`config.mk`:
```
export PLATFORM = sky130hd
export DESIGN_NAME = stride_desc_chain
export DESIGN_NICKNAME = d
export VERILOG_FILES = /design/src/rtl/sdg_pkg.sv /design/src/rtl/sdg_validate.sv /design/src/rtl/sdg_emit.sv /design/src/rtl/stride_desc_chain.sv
export SDC_FILE = /design/constraint.sdc
export NUM_CORES = 2
export LEC_CHECK = 0
export ABC_CLOCK_PERIOD_IN_PS = 25100
export BUFFER_PORTS_ARGS = -buffer_cell sky130_fd_sc_hd__buf_2
export CORE_MARGIN = 3
export CORE_UTILIZATION = 40
export DETAILED_ROUTE_END_ITERATION = 10
export PLACE_DENSITY = 0.52
export SETUP_SLACK_MARGIN = 0.5
export SLEW_MARGIN = 40
export SYNTH_ARGS = -nofsm -noshare
export SYNTH_HDL_FRONTEND = slang
export SYNTH_SLANG_ARGS = --single-unit
```
`constraint.sdc`:
```
create_clock -name clk -period 25.1 [get_ports clk]
set_input_delay 2.51 -clock clk [delete_from_list [all_inputs] [get_ports clk]]
set_output_delay 2.51 -clock clk [all_outputs]
set_load 0.01 [all_outputs]
```
`src/rtl/sdg_pkg.sv`:
```
package sdg_pkg;

  localparam int PAGE_W = 12;
  localparam logic [31:0] PAGE_BYTES = 32'd1 << PAGE_W;
  localparam logic [31:0] EOC_FLAG = 32'h0000_0002;

  typedef struct packed {
    logic [31:0] mem;
    logic [31:0] dev;
    logic [31:0] size;
    logic [31:0] nxt;
  } desc_t;

  typedef enum logic [2:0] {
    S_IDLE  = 3'd0,
    S_CHECK = 3'd1,
    S_SEG   = 3'd2,
    S_EMIT  = 3'd3,
    S_DONE  = 3'd4
  } walk_state_t;

  // bytes from addr to the end of its page, capped by what the line still needs
  function automatic logic [31:0] seg_bytes(input logic [31:0] addr, input logic [31:0] left);
    logic [31:0] room;
    room = PAGE_BYTES - {{(32-PAGE_W){1'b0}}, addr[PAGE_W-1:0]};
    return (room < left) ? room : left;
  endfunction

  function automatic logic [31:0] slot_of(input logic [31:0] base, input logic [31:0] idx);
    return base + (idx << 4);
  endfunction

endpackage

```
`src/rtl/sdg_validate.sv`:
```
module sdg_validate #(
  parameter int LEN_W     = 16,
  parameter int LINES_W   = 12,
  parameter int STR_W     = 16,
  parameter int MAX_LINES = 2048,
  parameter int MAX_BYTES = 16777216
) (
  input  logic [31:0]        mem_addr,
  input  logic [31:0]        dev_addr,
  input  logic [LEN_W-1:0]   len,
  input  logic [LINES_W-1:0] lines,
  input  logic [STR_W-1:0]   mstride,
  input  logic [STR_W:0]     dstride,
  output logic               ok,
  output logic [31:0]        eff_len,
  output logic [LINES_W-1:0] eff_lines,
  output logic [31:0]        eff_ms,
  output logic [31:0]        eff_ds
);

  logic [31:0] len32, ms32, ds32, lines32, dmag, eff_lines32, bytes;
  logic        merge;
  logic        f_zero, f_gap, f_many, f_big, f_stride, f_align;

  always_comb begin
    len32   = {{(32-LEN_W){1'b0}}, len};
    ms32    = {{(32-STR_W){1'b0}}, mstride};
    ds32    = {{(31-STR_W){dstride[STR_W]}}, dstride};
    lines32 = {{(32-LINES_W){1'b0}}, lines};
    merge   = (ms32 == len32) && (ds32 == len32);

    if (merge) begin
      eff_len   = len32 * lines32;
      eff_lines = LINES_W'(1);
      eff_ms    = eff_len;
      eff_ds    = eff_len;
    end else begin
      eff_len   = len32;
      eff_lines = lines;
      eff_ms    = ms32;
      eff_ds    = ds32;
    end
    eff_lines32 = {{(32-LINES_W){1'b0}}, eff_lines};
    dmag        = eff_ds[31] ? (32'd0 - eff_ds) : eff_ds;
    bytes       = eff_lines32 * eff_ms;

    f_zero   = (len32 == 32'd0) || (lines32 == 32'd0);
    f_gap    = (ms32 < len32) || ((ms32 - len32) >= sdg_pkg::PAGE_BYTES);
    f_many   = eff_lines32 > 32'(MAX_LINES);
    f_big    = bytes > 32'(MAX_BYTES);
    f_stride = (eff_ms < eff_len) || (dmag < eff_len);
    f_align  = (mem_addr[3:0] != 4'd0) || (dev_addr[1:0] != 2'd0) ||
               ((eff_lines32 > 32'd1) && ((eff_ms[3:0] != 4'd0) || (eff_ds[1:0] != 2'd0)));
    ok = !(f_zero || f_gap || f_many || f_big || f_stride || f_align);
  end

  always_comb begin
    AST_OK_ALIGNED: assert (!ok || (mem_addr[3:0] == 4'd0 && dev_addr[1:0] == 2'd0));
  end

endmodule

```
`src/rtl/sdg_emit.sv`:
```
module sdg_emit (
  input  logic           clk,
  input  logic           rst_n,
  input  logic           load,
  input  logic [31:0]    slot,
  input  sdg_pkg::desc_t desc,
  output logic           wr_en,
  output logic [31:0]    wr_addr,
  output logic [31:0]    wr_data,
  output logic           last
);

  logic           active;
  logic [1:0]     widx;
  logic [31:0]    slot_q;
  sdg_pkg::desc_t desc_q;

  always_ff @(posedge clk or negedge rst_n) begin
    if (!rst_n) begin
      active <= 1'b0;
      widx   <= 2'd0;
      slot_q <= 32'd0;
      desc_q <= '0;
    end else if (load) begin
      active <= 1'b1;
      widx   <= 2'd0;
      slot_q <= slot;
      desc_q <= desc;
    end else if (active) begin
      widx <= widx + 2'd1;
      if (widx == 2'd3) active <= 1'b0;
    end
  end

  always_comb begin
    wr_en   = active;
    wr_addr = slot_q + {28'd0, widx, 2'b00};
    last    = active && (widx == 2'd3);
    unique case (widx)
      2'd0: wr_data = desc_q.mem;
      2'd1: wr_data = desc_q.dev;
      2'd2: wr_data = desc_q.size;
      default: wr_data = desc_q.nxt;
    endcase
  end

  AST_LOAD_WHEN_IDLE: assert property (@(posedge clk) disable iff (!rst_n)
    load |-> !active);
  AST_WORD_STEP: assert property (@(posedge clk) disable iff (!rst_n)
    (wr_en && !last) |=> (wr_en && wr_addr == $past(wr_addr) + 32'd4));
  AST_WORD_ALIGNED: assert property (@(posedge clk) disable iff (!rst_n)
    wr_en |-> (wr_addr[1:0] == 2'd0));

endmodule

```
`src/rtl/stride_desc_chain.sv`:
```
module stride_desc_chain #(
  parameter int LEN_W     = 16,
  parameter int LINES_W   = 12,
  parameter int STR_W     = 16,
  parameter int CNT_W     = 16,
  parameter int MAX_LINES = 2048,
  parameter int MAX_BYTES = 16777216
) (
  input  logic               clk,
  input  logic               rst_n,
  input  logic               start,
  input  logic [31:0]        base_addr,
  input  logic [31:0]        mem_addr,
  input  logic [31:0]        dev_addr,
  input  logic [LEN_W-1:0]   line_len,
  input  logic [LINES_W-1:0] line_cnt,
  input  logic [STR_W-1:0]   mem_stride,
  input  logic [STR_W:0]     dev_stride,
  output logic               busy,
  output logic               wr_en,
  output logic [31:0]        wr_addr,
  output logic [31:0]        wr_data,
  output logic               done,
  output logic               done_err,
  output logic [CNT_W-1:0]   done_count,
  output logic [31:0]        done_head
);
  import sdg_pkg::*;

  walk_state_t state;

  logic [31:0]        r_mem, r_dev, base_q;
  logic [LEN_W-1:0]   r_len;
  logic [LINES_W-1:0] r_lines;
  logic [STR_W-1:0]   r_ms;
  logic [STR_W:0]     r_ds;

  logic               req_ok;
  logic [31:0]        eff_len, eff_ms, eff_ds;
  logic [LINES_W-1:0] eff_lines;

  logic [31:0]        cur_mem, cur_dev, line_mem, line_dev, left, len_q, ms_q, ds_q;
  logic [31:0]        prev_ptr, seg_q;
  logic [LINES_W-1:0] lines_left;
  logic [CNT_W-1:0]   idx;
  logic               err_q;

  // named internal events
  logic        seg_load, emit_last, line_end, walk_end, check_fail;
  logic [31:0] seg_now, slot_now;
  desc_t       desc_now;

  sdg_validate #(
    .LEN_W(LEN_W), .LINES_W(LINES_W), .STR_W(STR_W),
    .MAX_LINES(MAX_LINES), .MAX_BYTES(MAX_BYTES)
  ) u_validate (
    .mem_addr (r_mem),
    .dev_addr (r_dev),
    .len      (r_len),
    .lines    (r_lines),
    .mstride  (r_ms),
    .dstride  (r_ds),
    .ok       (req_ok),
    .eff_len  (eff_len),
    .eff_lines(eff_lines),
    .eff_ms   (eff_ms),
    .eff_ds   (eff_ds)
  );

  always_comb begin
    seg_load   = (state == S_SEG);
    check_fail = (state == S_CHECK) && !req_ok;
    seg_now    = seg_bytes(cur_mem, left);
    slot_now   = slot_of(base_q, {{(32-CNT_W){1'b0}}, idx});
    desc_now   = '{mem: cur_mem, dev: cur_dev, size: seg_now, nxt: prev_ptr};
    line_end   = emit_last && (left == seg_q);
    walk_end   = line_end && (lines_left == LINES_W'(1));
  end

  sdg_emit u_emit (
    .clk    (clk),
    .rst_n  (rst_n),
    .load   (seg_load),
    .slot   (slot_now),
    .desc   (desc_now),
    .wr_en  (wr_en),
    .wr_addr(wr_addr),
    .wr_data(wr_data),
    .last   (emit_last)
  );

  always_ff @(posedge clk or negedge rst_n) begin
    if (!rst_n) begin
      state      <= S_IDLE;
      r_mem      <= '0; r_dev <= '0; base_q <= '0;
      r_len      <= '0; r_lines <= '0; r_ms <= '0; r_ds <= '0;
      cur_mem    <= '0; cur_dev <= '0; line_mem <= '0; line_dev <= '0;
      left       <= '0; len_q <= '0; ms_q <= '0; ds_q <= '0;
      prev_ptr   <= '0; seg_q <= '0; lines_left <= '0; idx <= '0; err_q <= 1'b0;
    end else begin
      unique case (state)
        S_IDLE: if (start) begin
          r_mem   <= mem_addr;
          r_dev   <= dev_addr;
          r_len   <= line_len;
          r_lines <= line_cnt;
          r_ms    <= mem_stride;
          r_ds    <= dev_stride;
          base_q  <= base_addr;
          state   <= S_CHECK;
        end
        S_CHECK: begin
          idx <= '0;
          if (req_ok) begin
            cur_mem    <= r_mem;
            cur_dev    <= r_dev;
            line_mem   <= r_mem;
            line_dev   <= r_dev;
            left       <= eff_len;
            len_q      <= eff_len;
            lines_left <= eff_lines;
            ms_q       <= eff_ms;
            ds_q       <= eff_ds;
            prev_ptr   <= EOC_FLAG;
            err_q      <= 1'b0;
            state      <= S_SEG;
          end else begin
            prev_ptr <= '0;
            err_q    <= 1'b1;
            state    <= S_DONE;
          end
        end
        S_SEG: begin
          seg_q <= seg_now;
          state <= S_EMIT;
        end
        S_EMIT: if (emit_last) begin
          prev_ptr <= slot_now;
          idx      <= idx + CNT_W'(1);
          if (walk_end) begin
            state <= S_DONE;
          end else if (line_end) begin
            line_mem   <= line_mem + ms_q;
            line_dev   <= line_dev + ds_q;
            cur_mem    <= line_mem + ms_q;
            cur_dev    <= line_dev + ds_q;
            left       <= len_q;
            lines_left <= lines_left - LINES_W'(1);
            state      <= S_SEG;
          end else begin
            cur_mem <= cur_mem + seg_q;
            cur_dev <= cur_dev + seg_q;
            left    <= left - seg_q;
            state   <= S_SEG;
          end
        end
        default: state <= S_IDLE;
      endcase
    end
  end

  always_comb begin
    busy       = (state != S_IDLE);
    done       = (state == S_DONE);
    done_err   = done && err_q;
    done_count = done ? idx : '0;
    done_head  = done ? prev_ptr : '0;
  end

  AST_DONE_ONE_CYCLE: assert property (@(posedge clk) disable iff (!rst_n)
    done |=> !done);
  AST_WRITE_WHILE_BUSY: assert property (@(posedge clk) disable iff (!rst_n)
    wr_en |-> busy);
  AST_ERR_SILENT: assert property (@(posedge clk) disable iff (!rst_n)
    check_fail |=> (done && done_err && !wr_en && done_count == '0));
  AST_SEG_IN_PAGE: assert property (@(posedge clk) disable iff (!rst_n)
    seg_load |-> (seg_now != 32'd0 &&
                  ({20'd0, cur_mem[11:0]} + seg_now) <= PAGE_BYTES && seg_now <= left));
  AST_FIRST_ENDS_CHAIN: assert property (@(posedge clk) disable iff (!rst_n)
    (seg_load && idx == '0) |-> (prev_ptr == EOC_FLAG));
  AST_HEAD_IS_LAST: assert property (@(posedge clk) disable iff (!rst_n)
    (done && !done_err) |-> (done_count != '0 &&
      done_head == base_q + (({{(32-CNT_W){1'b0}}, done_count} - 32'd1) << 4)));

endmodule

```
Yosys cells after proc, flatten, opt, wreduce, memory -nomap -nowiden. Cells that the tools add are included.

Bits in registers: 640. Bits of input ports: 160. Output and inout bits: 116. Logic and storage cells: 154.

Add/subtract/negate cells: 13. Multipliers: 2. $lt $le $gt $ge: 8. Equality and inequality tests: 16. Multiplexer cells: 53. Bitwise operators: 1. Reduce and logical (&&, ||, !) cells: 34.

Operators by type and width (count): $mux W32 (23); $pmux W32 S2 (6); $add A32 B32 Y32 (4); $pmux W32 S3 (1); $mux W12 (5); $mux W28 (2); $add A32 B20 Y32 (1); $add A32 B4 Y32 (1); $eq A32 B16 Y1 (1); $eq A32 B32 Y1 (1); $ge A32 B13 Y1 const B (1); $gt A32 B25 Y1 const B (1); $lt A32 B28 Y1 (1); $lt A32 B32 Y1 (1); $mul A12 B28 Y32 (1); $mux W16 (2); $pmux W16 S2 (1); $sub A1 B32 Y32 const A (1); $sub A32 B32 Y32 (1); $lt A28 B28 Y1 (1); $mul A16 B12 Y28 (1); $pmux W12 S2 (1); $sub A16 B16 Y17 (1); $add A16 B1 Y16 const B (1); 31 further kinds (67).

Depth between registers and ports, before layout.
Word-level depth: 11. Depth in mapped cells: 48. Gate-level depth less buffers: 42.

By module. From an unflattened synthesis, not the netlist that was laid out.

Cells, all modules: 6202. Area total of the unflattened synthesis: 56085.0 µm².

By module, submodules not included: stride_desc_chain (instances 1, cells each 3403, area each 30889.6 µm², seq. area each 12737.2 µm²); sdg_validate (instances 1, cells each 2217, area each 17782.1 µm², seq. area each 0.0 µm²); sdg_emit (instances 1, cells each 582, area each 7413.4 µm², seq. area each 4078.9 µm²).

Least setup slack after synthesis. Ideal clock, no wire load.

Path kind: register to register. Start: register r_lines[7]. End: register ms_q[12]. Setup time: 125 ps. Arrival: 10156 ps. Required time: 24975 ps. Slack: 14820 ps. Cell stages (with the launch flop): 44. Path buffers: 5. Clock period less this slack: 10280 ps. Path through: dfrtp_1 -> clkbuf_1 -> clkbuf_1 -> nand2_1 -> fa_1 -> inv_1 -> fa_1 -> fa_1 -> fa_1 -> inv_1 -> fa_1 -> inv_1 -> ha_1 -> a21o_1 -> a21o_1 -> a221o_1 -> a31oi_1 -> o21ai_0 -> [8 not listed] -> fa_1 -> inv_1 -> fa_1 -> inv_1 -> ha_1 -> nor2b_1 -> a2111oi_0 -> o2111ai_1 -> nor3_1 -> o2111ai_1 -> nor4b_1 -> nor4bb_1 -> and3_1 -> and4b_1 -> buf_4 -> buf_4 -> buf_4 -> mux2_2.

Word-level cells in the longest chain between the ends: 10. Elaborated cells between the ends (all ways): 25. Classes of those cells: 1 x add/sub; 2 x mul; 5 x order compare; 5 x mux; 1 x bitwise; 11 x reduce/logical.

Ends and longest elaborated chain: from (decl) (line stride_desc_chain.sv:34) `logic [LINES_W-1:0] r_lines;`; from (signal assigned) (line stride_desc_chain.sv:106) `r_lines <= line_cnt;`; parallel branches: the longest is 10 deep, another holds $mul A12 B28 Y32; to (signal assigned) (line stride_desc_chain.sv:122) `ms_q <= eff_ms;`; to (decl) (line stride_desc_chain.sv:42) `logic [31:0] cur_mem, cur_dev, line_mem, line_dev, left, len_q, ms_q, ds_q;`.

Several ways; the timed one is not identified. A chain may end at the register's enable or synchronous reset.

Worst setup path after layout.
Start: register r_len[3]. End: register cur_mem[16].

Word-level cells in the longest chain between the ends: 11. Elaborated cells between the ends (all ways): 35. Classes of those cells: 2 x add/sub; 2 x mul; 7 x order compare; 3 x eq/ne; 5 x mux; 16 x reduce/logical.

Ends and longest elaborated chain: from (decl) (line stride_desc_chain.sv:33) `logic [LEN_W-1:0] r_len;`; from (signal assigned) (line stride_desc_chain.sv:105) `r_len <= line_len;`; parallel branches: the longest is 8 deep, another holds $mul A12 B28 Y32; $logic_or A1 B1 Y1 (*) (line sdg_validate.sv:54) `ok = !(f_zero || f_gap || f_many || f_big || f_stride || f_align);`; $ne A2 B2 Y1 (no source line) (*); $reduce_and A4 Y1 (no source line) (*); to (signal assigned) (line stride_desc_chain.sv:115) `cur_mem <= r_mem;`; to (signal assigned) (line stride_desc_chain.sv:145) `cur_mem <= line_mem + ms_q;`; to (signal assigned) (line stride_desc_chain.sv:151) `cur_mem <= cur_mem + seg_q;`; to (decl) (line stride_desc_chain.sv:42).

Every way passes the cells marked *.

==> results.cfg <==
[status]
status = finished, final reports clean

[floorplan]
fp.dieH_um = 371
die_w_um = 371
start_util_pct = 40.4
io_pins = 276
fp.dieArea_sq_um = 138000
num_rows = 133
core_sq_um = 132000

[critical_path]
crit_buf_inv = 8
worstPathRequired_ns = 25.67
worst_setup_path_end_kind = register
cp_common_cell = fa_1
critPathMaxStageDelay_ns = 0.87
crit_family = adder cells
critPathMaxFanout = 68
critical_path_class = reg -> reg
slowest_stage = dfrtp_1
crit_path_start_kind = register
cp.arrival_ns = 13.95

[timing]
finalHoldViolCount = 0
setup_ws_ns = 11.72
rsz0062_at_grt = false
period_needed_ns = 13.38
hold_ws_ns = 0.472
slew_headroom_pct = 38.3
slew_viol_final = 0
fin_crit_sh_pct = 53.3
finalSetupViolCount = 0
fmax_ghz = 0.0747
skew_ns = 0.0281
fin_tns_setup_ns = 0
tightestPinTransition_ns = 0.922

[pwr]
leakagePower_nw = 29.3
p_per_area_nw_per_um2 = 61.6
vdd_drop_max_mv = 0.0681

[global_route]
grt_pass1_vias = 45885
grt.overflow.total = 0
grt_util_all_layers_pct = 27.5
grt_max_degree = 112
grt_pass1_wl_um = 287000
antenna_found_initial = 5

[yosys]
synth_ff_type = dfrtp_1
syn_area_sq_um = 53400
synth_edf_count = 0
synth_warnings = 0
synth_cells = 6091
synth_seq_cells = 617
synth_area_per_cell_sq_um = 8.77
ys_async_sr_fraction_pct = 100
synth_cell_types = 92
ys_seq_area_share_pct = 28.9

[routing]
post_drt_via_cell_ratio = 5.53
wl_um = 189000
vias = 45073
ant_nets = 0
drcViolationCount = 0
wire_per_inst_um = 23.2
dr.pass1.iters = 7
drt_iter0_drc = 3455

[cts]
clock-sinks = 617
post-cts-setup-buffers = 0
clk_latency_ns = 0.69
cts_resized = 0
ctsHoldBuffers = 0
cts_buffer_depth = 3
cts_tree = built
htreeDepth = 3
cts_buffers = 81
ctsRootBufferMaster = clkbuf_16
path_clk_slew_ns = 0.06

[cells_and_area]
syn_to_final_growth_pct = 12.0
layout-drive-gt1-share_pct = 11.2
largest_register = u_emit.desc_q
largest_reg_flops = 128
fin_nets = 7243
fillers = 13131
design_area_sq_um = 59800

[min_path]
worstHoldPathType = reg -> reg

[placement]
placed_area_sq_um = 57000
place.gp.congestion = 0.932
dp_slack_ns = 11.83
port_buffers = 275
hpwl_um = 147000

[run]
max-cap-violations = 0
[final timing paths]
| check | from | to | slack, ns | cells past startpoint |
|---|---|---|---|---|
| hold reg to reg | u_emit.desc_q[112] | u_emit.desc_q[112] | 0.47 | 2 |
| hold / removal | u_emit.desc_q[112] | u_emit.desc_q[112] | 0.47 | 2 |
| setup / recovery | r_len[3] | cur_mem[16] | 11.72 | 41 |
| max in group asynchronous | rst_n | err_q | 21.07 | 4 |
| min in group asynchronous | rst_n | line_dev[28] | 1.77 | 1 |
| setup reg to reg | r_len[3] | cur_mem[16] | 11.72 | 41 |
[cell type report]
cell class / count / area [sq um] / share of cell area, %
timing repair buffer: 359 / 2120 / 3.55
sequential: 617 / 15400 / 25.8
inverter: 622 / 2330 / 3.90
clock buffer: 111 / 2330 / 3.90
antenna: 2 / 5.00 / 0.00836
multi-input combinational: 4654 / 35000 / 58.4
clock inverter: 33 / 449 / 0.751
tap: 1755 / 2200 / 3.67
[cell usage after synthesis (120+ instances only)]
master	number	share of area, %
nand2_1	1000	7.0
o21ai_0	403	3.8
fa_1	383	14
a21oi_1	299	2.8
nor2_1	310	2.2
dfrtp_1	617	29
inv_1	622	4.4
and2_1	131	1.5
mux2_2	167	3.5
ha_1	365	8.5
xnor2_1	156	2.6
clkbuf_1	254	1.8
xor2_1	120	2.0
[power breakdown]
group          switching [W]  internal [W]  total, W
combinational       0.000855      0.000567   0.00142
sequential         0.0000308       0.00101   0.00104
clock               0.000492      0.000735   0.00123
[routing by layer]
| layer | part of all wire, % | up-vias | global-route usage, % |
|---|---|---|---|
| met5 | 0.028 | - | 0 |
| met2 | 48 | 1301 | 46.5 |
| met3 | 4.5 | 338 | 3.08 |
| met4 | 4.6 | 6 | 10.9 |
| li1 | - | 20980 | - |
| met1 | 43 | 22448 | 36.1 |
[stage by stage]
| step | total power [W] | cells | utilization [%] |
|---|---|---|---|
| after floorplan | 0.00207 | 6185 | - |
| after global placement | 0.00244 | 8001 | 43.0 |
| after detailed placement | 0.00243 | 8003 | 43.1 |
| final | 0.00369 | 8153 | 45.3 |
| after global routing | 0.00395 | 8151 | 45.3 |
| after CTS | 0.00368 | 8147 | 45.2 |
[layout by cell type (no fill, tap or decap), drive strengths merged, types with 13 or more instances in the layout]
master and count:
nand2 1000, inv 627, dfrtp 617, o21ai 453, fa 383, ha 365, buf 358, nor2 311
a21oi 300, mux2 167, xnor2 156, and2 132, xor2 120, a21o 116, clkbuf 112, nor3 105
nand3 97, conb 96, and3 90, mux2i 71, o211ai 63, nor2b 59, a31oi 50, o21a 48
nand4 48, nand2b 37, a211oi 32, a222oi 32, nor4 28, or3 27, a221oi 26, o21bai 25
o31ai 20, clkinv 16, o22ai 14, and4 14, nand3b 13
[cells by family (layout without fill, tap and decap cells)]
family	count (synthesis)	count (layout)	synth area share, %
AO/OA/AOI/OAI	1295	1295	15.2
XOR/XNOR	276	276	4.52
adder cells (fa/ha/maj)	748	748	22.9
buffers and inverters	914	1125	6.57
flip-flops	617	617	28.9
multiplexers	238	238	4.85
other	2	98	0.0141
AND/OR/NAND/NOR	2001	2001	17.1
[tightest hold or removal path, delay by kind of cell, from the launching register on]
kind             cells  cell delay (ns)
DFF                  1             0.34
and+or+nand+nor      2             0.10
Note: power is estimated with default switching activity, not from simulation.
